$ cat src/rtl/mcid_pkg.sv
package mcid_pkg;

    localparam int ADDR_W = 10;
    localparam int DATA_W = 32;

    localparam logic [ADDR_W-1:0] ROUTE_BASE = 10'h000;
    localparam logic [ADDR_W-1:0] CAUSE_BASE = 10'h100;
    localparam logic [ADDR_W-1:0] POST_BASE  = 10'h140;
    localparam logic [ADDR_W-1:0] EN_CLR_AD  = 10'h180;
    localparam logic [ADDR_W-1:0] EN_SET_AD  = 10'h184;
    localparam logic [ADDR_W-1:0] ASG_CLR_AD = 10'h188;
    localparam logic [ADDR_W-1:0] ASG_SET_AD = 10'h18C;
    localparam logic [ADDR_W-1:0] PART_AD    = 10'h190;
    localparam logic [ADDR_W-1:0] CFG_AD     = 10'h1A0;
    localparam logic [ADDR_W-1:0] STALL_AD   = 10'h200;
    localparam logic [ADDR_W-1:0] COH_AD     = 10'h220;

    typedef enum logic [3:0] {
        SEL_NONE,
        SEL_ROUTE,
        SEL_CAUSE,
        SEL_POST,
        SEL_EN_CLR,
        SEL_EN_SET,
        SEL_ASG_CLR,
        SEL_ASG_SET,
        SEL_PART,
        SEL_CFG,
        SEL_STALL,
        SEL_COH
    } reg_sel_e;

    typedef struct packed {
        reg_sel_e   sel;
        logic [7:0] idx;
    } dec_t;

    function automatic logic in_window(input logic [ADDR_W-1:0] a,
                                       input logic [ADDR_W-1:0] base,
                                       input int count);
        return (int'(a) >= int'(base)) && (int'(a) < int'(base) + count);
    endfunction

    function automatic logic [DATA_W-1:0] cfg_word(input logic [9:0]  rel,
                                                   input logic [3:0]  cores_m1,
                                                   input logic [17:0] id);
        return {rel, cores_m1, id};
    endfunction

endpackage

$ cat src/rtl/mcid_decode.sv
module mcid_decode import mcid_pkg::*; #(
    parameter int NUM_EXT    = 8,
    parameter int NUM_CORES  = 4,
    parameter int NUM_CAUSES = 4
) (
    input  logic [ADDR_W-1:0] addr,
    output dec_t              dec
);

    always_comb begin
        dec.sel = SEL_NONE;
        dec.idx = '0;
        if (in_window(addr, ROUTE_BASE, NUM_EXT)) begin
            dec.sel = SEL_ROUTE;
            dec.idx = 8'(addr - ROUTE_BASE);
        end else if (in_window(addr, CAUSE_BASE, NUM_CORES)) begin
            dec.sel = SEL_CAUSE;
            dec.idx = 8'(addr - CAUSE_BASE);
        end else if (in_window(addr, POST_BASE, NUM_CAUSES)) begin
            dec.sel = SEL_POST;
            dec.idx = 8'(addr - POST_BASE);
        end else begin
            case (addr)
                EN_CLR_AD:  dec.sel = SEL_EN_CLR;
                EN_SET_AD:  dec.sel = SEL_EN_SET;
                ASG_CLR_AD: dec.sel = SEL_ASG_CLR;
                ASG_SET_AD: dec.sel = SEL_ASG_SET;
                PART_AD:    dec.sel = SEL_PART;
                CFG_AD:     dec.sel = SEL_CFG;
                STALL_AD:   dec.sel = SEL_STALL;
                COH_AD:     dec.sel = SEL_COH;
                default:    dec.sel = SEL_NONE;
            endcase
        end
    end

endmodule

$ cat src/rtl/mcid_route.sv
module mcid_route import mcid_pkg::*; #(
    parameter int NUM_EXT   = 8,
    parameter int NUM_CORES = 4
) (
    input  logic                          clk,
    input  logic                          rst,
    input  logic                          wr,
    input  dec_t                          dec,
    input  logic [NUM_EXT-1:0]            wmask,
    input  logic [NUM_CORES-1:0]          wcore,
    input  logic [NUM_EXT-1:0]            irq_in,
    output logic [NUM_CORES-1:0]          route_rd,
    output logic [NUM_EXT-1:0]            en_q,
    output logic [NUM_EXT-1:0]            asg_q,
    output logic [NUM_CORES*NUM_EXT-1:0]  core_ext_irq
);

    localparam logic [NUM_CORES-1:0] ROUTE_RST = NUM_CORES'(1);

    logic [NUM_CORES-1:0] route_q [NUM_EXT];
    logic [NUM_EXT-1:0]   line;

    // one routing entry per external line
    for (genvar n = 0; n < NUM_EXT; n++) begin : g_route
        always_ff @(posedge clk) begin
            if (rst)
                route_q[n] <= ROUTE_RST;
            else if (wr && dec.sel == SEL_ROUTE && dec.idx == 8'(n))
                route_q[n] <= wcore;
        end
    end

    always_comb begin
        route_rd = '0;
        for (int n = 0; n < NUM_EXT; n++)
            if (dec.idx == 8'(n))
                route_rd = route_q[n];
    end

    // enable and assert masks: only set-by-one and clear-by-one updates
    always_ff @(posedge clk) begin
        if (rst) begin
            en_q  <= '0;
            asg_q <= '0;
        end else if (wr) begin
            case (dec.sel)
                SEL_EN_SET:  en_q  <= en_q | wmask;
                SEL_EN_CLR:  en_q  <= en_q & ~wmask;
                SEL_ASG_SET: asg_q <= asg_q | wmask;
                SEL_ASG_CLR: asg_q <= asg_q & ~wmask;
                default: ;
            endcase
        end
    end

    assign line = irq_in | asg_q;

    for (genvar p = 0; p < NUM_CORES; p++) begin : g_core
        for (genvar n = 0; n < NUM_EXT; n++) begin : g_line
            assign core_ext_irq[p*NUM_EXT+n] = line[n] & en_q[n] & route_q[n][p];
        end
    end

endmodule

$ cat src/rtl/mcid_ipi.sv
module mcid_ipi #(
    parameter int NUM_CORES  = 4,
    parameter int NUM_CAUSES = 4
) (
    input  logic                  clk,
    input  logic                  rst,
    input  logic                  post_we,
    input  logic                  ack_we,
    input  logic [7:0]            idx,
    input  logic [NUM_CORES-1:0]  wcore,
    input  logic [NUM_CAUSES-1:0] wcause,
    output logic [NUM_CAUSES-1:0] cause_rd,
    output logic [NUM_CORES-1:0]  ipi_irq
);

    logic [NUM_CAUSES-1:0] pend_q [NUM_CORES];

    for (genvar p = 0; p < NUM_CORES; p++) begin : g_core
        always_ff @(posedge clk) begin
            if (rst) begin
                pend_q[p] <= '0;
            end else begin
                for (int c = 0; c < NUM_CAUSES; c++) begin
                    if (post_we && wcore[p] && idx == 8'(c))
                        pend_q[p][c] <= 1'b1;
                    else if (ack_we && idx == 8'(p) && wcause[c])
                        pend_q[p][c] <= 1'b0;
                end
            end
        end
        assign ipi_irq[p] = |pend_q[p];
    end

    always_comb begin
        cause_rd = '0;
        for (int p = 0; p < NUM_CORES; p++)
            if (idx == 8'(p))
                cause_rd = pend_q[p];
    end

endmodule

$ cat src/rtl/mcid_misc.sv
module mcid_misc #(
    parameter int NUM_CORES = 4
) (
    input  logic                 clk,
    input  logic                 rst,
    input  logic                 part_we,
    input  logic                 stall_we,
    input  logic                 coh_we,
    input  logic [7:0]           wpart,
    input  logic [NUM_CORES-1:0] wstall,
    input  logic                 wcoh,
    output logic [7:0]           part_q,
    output logic [NUM_CORES-1:0] stall_q,
    output logic                 coh_q
);

    always_ff @(posedge clk) begin
        if (rst) begin
            part_q  <= '0;
            stall_q <= '0;
            coh_q   <= 1'b0;
        end else begin
            if (part_we)  part_q  <= wpart;
            if (stall_we) stall_q <= wstall;
            if (coh_we)   coh_q   <= wcoh;
        end
    end

endmodule

$ cat src/rtl/mcid_top.sv
module mcid_top import mcid_pkg::*; #(
    parameter int          NUM_CORES  = 4,
    parameter int          NUM_EXT    = 8,
    parameter int          NUM_CAUSES = 4,
    parameter logic [9:0]  REL_VER    = 10'h2A5,
    parameter logic [17:0] CHIP_ID    = 18'h1C0DE
) (
    input  logic                         clk,
    input  logic                         rst,
    input  logic [NUM_EXT-1:0]           irq_in,
    input  logic [ADDR_W-1:0]            bus_addr,
    input  logic                         bus_wr,
    input  logic                         bus_rd,
    input  logic [DATA_W-1:0]            bus_wdata,
    output logic [DATA_W-1:0]            bus_rdata,
    output logic [NUM_CORES*NUM_EXT-1:0] core_ext_irq,
    output logic [NUM_CORES-1:0]         ipi_irq,
    output logic [NUM_CORES-1:0]         core_stall
);

    localparam logic [DATA_W-1:0] CFG_WORD = cfg_word(REL_VER, 4'(NUM_CORES-1), CHIP_ID);

    dec_t                  dec;
    logic [NUM_CORES-1:0]  route_rd;
    logic [NUM_EXT-1:0]    en_q;
    logic [NUM_EXT-1:0]    asg_q;
    logic [NUM_CAUSES-1:0] cause_rd;
    logic [7:0]            part_q;
    logic                  coh_q;
    logic [DATA_W-1:0]     rd_mux;
    logic                  unused_wdata;

    assign unused_wdata = ^bus_wdata;

    mcid_decode #(
        .NUM_EXT(NUM_EXT), .NUM_CORES(NUM_CORES), .NUM_CAUSES(NUM_CAUSES)
    ) u_decode (
        .addr (bus_addr),
        .dec  (dec)
    );

    mcid_route #(
        .NUM_EXT(NUM_EXT), .NUM_CORES(NUM_CORES)
    ) u_route (
        .clk          (clk),
        .rst          (rst),
        .wr           (bus_wr),
        .dec          (dec),
        .wmask        (bus_wdata[NUM_EXT-1:0]),
        .wcore        (bus_wdata[NUM_CORES-1:0]),
        .irq_in       (irq_in),
        .route_rd     (route_rd),
        .en_q         (en_q),
        .asg_q        (asg_q),
        .core_ext_irq (core_ext_irq)
    );

    mcid_ipi #(
        .NUM_CORES(NUM_CORES), .NUM_CAUSES(NUM_CAUSES)
    ) u_ipi (
        .clk      (clk),
        .rst      (rst),
        .post_we  (bus_wr && dec.sel == SEL_POST),
        .ack_we   (bus_wr && dec.sel == SEL_CAUSE),
        .idx      (dec.idx),
        .wcore    (bus_wdata[NUM_CORES-1:0]),
        .wcause   (bus_wdata[NUM_CAUSES-1:0]),
        .cause_rd (cause_rd),
        .ipi_irq  (ipi_irq)
    );

    mcid_misc #(
        .NUM_CORES(NUM_CORES)
    ) u_misc (
        .clk      (clk),
        .rst      (rst),
        .part_we  (bus_wr && dec.sel == SEL_PART),
        .stall_we (bus_wr && dec.sel == SEL_STALL),
        .coh_we   (bus_wr && dec.sel == SEL_COH),
        .wpart    (bus_wdata[7:0]),
        .wstall   (bus_wdata[NUM_CORES-1:0]),
        .wcoh     (bus_wdata[0]),
        .part_q   (part_q),
        .stall_q  (core_stall),
        .coh_q    (coh_q)
    );

    always_comb begin
        case (dec.sel)
            SEL_ROUTE:               rd_mux = DATA_W'(route_rd);
            SEL_CAUSE:               rd_mux = DATA_W'(cause_rd);
            SEL_EN_CLR, SEL_EN_SET:  rd_mux = DATA_W'(en_q);
            SEL_ASG_CLR, SEL_ASG_SET: rd_mux = DATA_W'(asg_q);
            SEL_PART:                rd_mux = DATA_W'(part_q);
            SEL_CFG:                 rd_mux = CFG_WORD;
            SEL_STALL:               rd_mux = DATA_W'(core_stall);
            SEL_COH:                 rd_mux = DATA_W'(coh_q);
            default:                 rd_mux = '0;
        endcase
    end

    assign bus_rdata = bus_rd ? rd_mux : '0;

endmodule

$ cat config.mk
export PLATFORM = sky130hd
export DESIGN_NAME = mcid_top
export DESIGN_NICKNAME = d
export VERILOG_FILES = /design/src/rtl/mcid_pkg.sv /design/src/rtl/mcid_decode.sv /design/src/rtl/mcid_route.sv /design/src/rtl/mcid_ipi.sv /design/src/rtl/mcid_misc.sv /design/src/rtl/mcid_top.sv
export SDC_FILE = /design/constraint.sdc
export NUM_CORES = 1
export LEC_CHECK = 0
export BUFFER_PORTS_ARGS = -buffer_cell sky130_fd_sc_hd__buf_2
export CAP_MARGIN = 20
export CORE_UTILIZATION = 25
export CTS_CLUSTER_SIZE = 28
export DETAILED_ROUTE_END_ITERATION = 8
export GPL_TIMING_DRIVEN = 0
export SLEW_MARGIN = 20
export SYNTH_ARGS = -nofsm -noshare
export SYNTH_HDL_FRONTEND = slang
export SYNTH_HIERARCHICAL = 1
export SYNTH_SLANG_ARGS = --single-unit
export TNS_END_PERCENT = 10
$ cat constraint.sdc
create_clock -name clk -period 2.8 [get_ports clk]
set_input_delay 0.28 -clock clk [delete_from_list [all_inputs] [get_ports clk]]
set_output_delay 0.28 -clock clk [all_outputs]
set_load 0.02 [all_outputs]
==> impl_results.md <==
* CTS Buf Count at 9
* Avg Synthesized Cell Area at 8.88 um2
* CTS Hold Bufs at 0
* Setup violations, final at 57
* CP Buf/Inv Count at 5
* Sequential share of the synthesized area at 37.7%
* Final hold violations at 0
* Final antenna-violating net count at 0
* CP startpoint kind: input pin
* Yosys warnings at 6
* Netlist cell types at 71
* # IOs at 126
* Post-synth EDFFs at 48
* Leakage power at 2.80 nW
* Hold Startpoint: rst
* Die area at 22000 um2
* Most common cell on crit path: buf_8
* GRT Residual Overflow at 0
* Most area-consuming cells after synthesis: edfxtp_1 (27%), dfxtp_1 (11%), mux2i_1 (5.2%), and2_1 (5.0%), nand2_1 (5.0%)
* Highest Clock Rate at 321 MHz
* Post-synth top flop: edfxtp_1
* Maxcap violations at 0
* # diodes at 0
* Total power at 3.04 mW
* Fin nets at 805
* Routed WL at 17300 um
* CTS tree: built
* Required @ worst endpoint at 2.52 ns
* Largest net degree at the start of global routing at 16
* Gr usage total at 15.8%
* Fraction of layout cells with a size suffix above 1 at 37.1%
* Pre-Repair DR Iteration Count at 6
* Failing checks: setup timing
* DIE WIDTH at 148 um
* Skew final at 0 ns
* Yosys top cell by area: edfxtp_1
* FFs w/ async S/R, synth at 0%
* Buffers on Ports at 86
* Worst path cell trace: buf_12, inv_8, ha_4, mux2i_4, o221ai_4, a21oi_4, and2_4, buf_8, buf_8, mux2i_2, o21ai_1, nand2_1, a21oi_2, nor2_2, nor3_2, a31oi_1, a31oi_4, buf_6
* Worst Setup SP: bus_addr[7]
* Post-route worst setup slack at -0.316 ns
* Kind of cell adding the most delay to the critical path: compound AO/OA/AOI/OAI gates
* Min-delay worst type: in2reg
* CP max stage delay at 0.24 ns
* CP arrival at 2.84 ns
* CTS Root Cell: clkbuf_16
* Drt wl/cell at 16.9 um
* Layout area overhead at 37.7%
* Worst setup EP type: output port
* Die Height at 148 um
* Seq cells post-synth at 77
* Final period utilization at 111%
* Starting Density at 25.5%
* Fin. max-slew vios at 0
* Status: finished with violations
* TritonCTS sink count at 77
* RSZ-0062 raised after global routing: true
* Row count at 53
* Synth top area share at 26.9%
* Vias per cell at 4.94
* # DRC at 0
* Power per Cell Area at 411 nW/um2
* Core area at 21000 um2
* Worst Path Max Fanout at 7
* Min Tclk post-route at 3.12 ns
* Reg2reg start: u_misc/stall_q[1]
* Clock slew at the register clock pins of the worst setup and hold paths at 0.06 ns
* Clock Path Buffers at 2
* Placer Congestion at 0.871
* Dpl hpwl at 12700 um
* First-pass GRT wire length at 26500 um
* Design area at 7380 um2
* Slowest cell on crit path: mux2i_4
* Mapped Cells at 604
* Slew @ Worst Pin at 0.652 ns
* Kind of critical path: in2out
* 1st-iter DRT viols at 351
* Antenna violations before repair at 0
* Worst VDD drop at 0.283 mV
* DP Area at 6350 um2
* Worst-Skew Late Latency at 0.35 ns
* Netlist Area Pre-Place at 5360 um2
* Rel. slew slack at 56.6%
* H-tree depth at 3
* Via Count at 5078
* Vias in the first global route at 4855
final timing paths:
path                                          end  slack, ns  depth (start not counted)
worst max-delay path                 bus_rdata[3]      -0.32                         18
worst min-delay path             u_misc/part_q[5]       0.21                          2
worst max register to register  u_misc/stall_q[1]       2.16                          2
worst min register to register               flop       0.48                          2
cells in the mapped netlist, drive strengths merged (2+ instances only):
cell type,n
mux2,2
a32o,8
nor2b,7
nor4bb,2
and2,45
nand2,71
ha,4
and3b,2
o21bai,2
nor3b,4
a21o,11
mux2i,28
a41o,4
mux4,4
a31oi,6
nand3,36
dfxtp,29
nand4,3
buf,48
o21a,8
a2111oi,3
edfxtp,48
nor2,68
nor4,2
clkbuf,14
inv,7
or2,5
o21ai,25
nor3,11
or4,4
and3,5
nand2b,13
a21oi,25
o22ai,10
a31o,10
nand3b,10
or3,3
a22oi,4
layer usage:
layer / routed length, um / vias to the layer above / track usage [%] / part of all wire, %
met2: 8350 / 169 / 25.9 / 48
met3: 970 / 24 / 3.31 / 5.6
met1: 7740 / 2456 / 20.5 / 45
li1: - / 2429 / - / -
met4: 284 / 0 / 5.31 / 1.6
met5: 0 / - / 0 / 0
area by class of cell:
class / instances / area, um2
clock inverters: 7 / 96.3
clock buffers: 9 / 225
multi-input cells: 471 / 3350
well taps: 275 / 344
repair buffers: 120 / 838
inverters: 7 / 41.3
plain buffers: 61 / 472
fillers: 2135 / 13600
flip-flops and latches: 77 / 2020
stage by stage:
| stage | utilization [%] | hold slack [ns] | std cells | worst slack (ns) | setup TNS (ns) |
|---|---|---|---|---|---|
| final | 35.1 | 0.207 | 1027 | -0.316 | -5.34 |
| after global routing | 35.1 | 0.229 | 1027 | -0.443 | -14.01 |
| after CTS | 34.4 | 0.201 | 1021 | -0.391 | -5.42 |
| after detailed placement | 30.2 | 0.471 | 978 | -0.795 | -62.65 |
| after global placement | 30.2 | 0.466 | 978 | -0.757 | -59.18 |
| after floorplan | - | 0.352 | 617 | -0.0184 | -0.165 |
kinds of logic after synthesis:
family                     synth area share, %
and+or+nand+nor                           29.6
AOI/OAI and AO/OA                         16.1
DFF                                       37.7
buffers and inverters                     8.28
muxes                                     7.33
adders and majority gates                0.933
other                                   0.0699
power breakdown:
| group | internal (mW) | leakage (nW) | switching (mW) |
|---|---|---|---|
| Combinational | 0.212 | 1.95 | 0.285 |
| Sequential | 1.24 | 0.694 | 0.0241 |
| Clock | 0.785 | 0.160 | 0.491 |
| Total | 2.24 | 2.80 | 0.800 |
timing repair:
action	4_1_cts	5_1_grt
pin swaps	25	21
cloned	1	0
gates resized for setup	79	28
buffers inserted	27	7
setup endpoints to repair	86	70
cells in the final DEF (no fill, tap or decap), types with 5 or more instances in the layout:
cell type	n
a21o_1	7
a21oi_1	20
a31o_1	6
a31oi_4	5
a32o_1	8
and2_1	41
buf_12	6
buf_2	82
buf_4	51
buf_6	24
clkbuf_1	7
clkbuf_16	9
clkbuf_2	5
conb_1	14
dfxtp_1	29
edfxtp_1	48
inv_1	5
mux2i_1	23
nand2_1	70
nand2b_1	11
nand3_1	34
nand3b_1	7
nor2_1	65
nor3_1	8
o21a_1	8
o21ai_0	12
o21ai_1	9
o22ai_1	5
o22ai_2	5
or2_2	5
No activity file was read; power rests on OpenSTA's default activity.
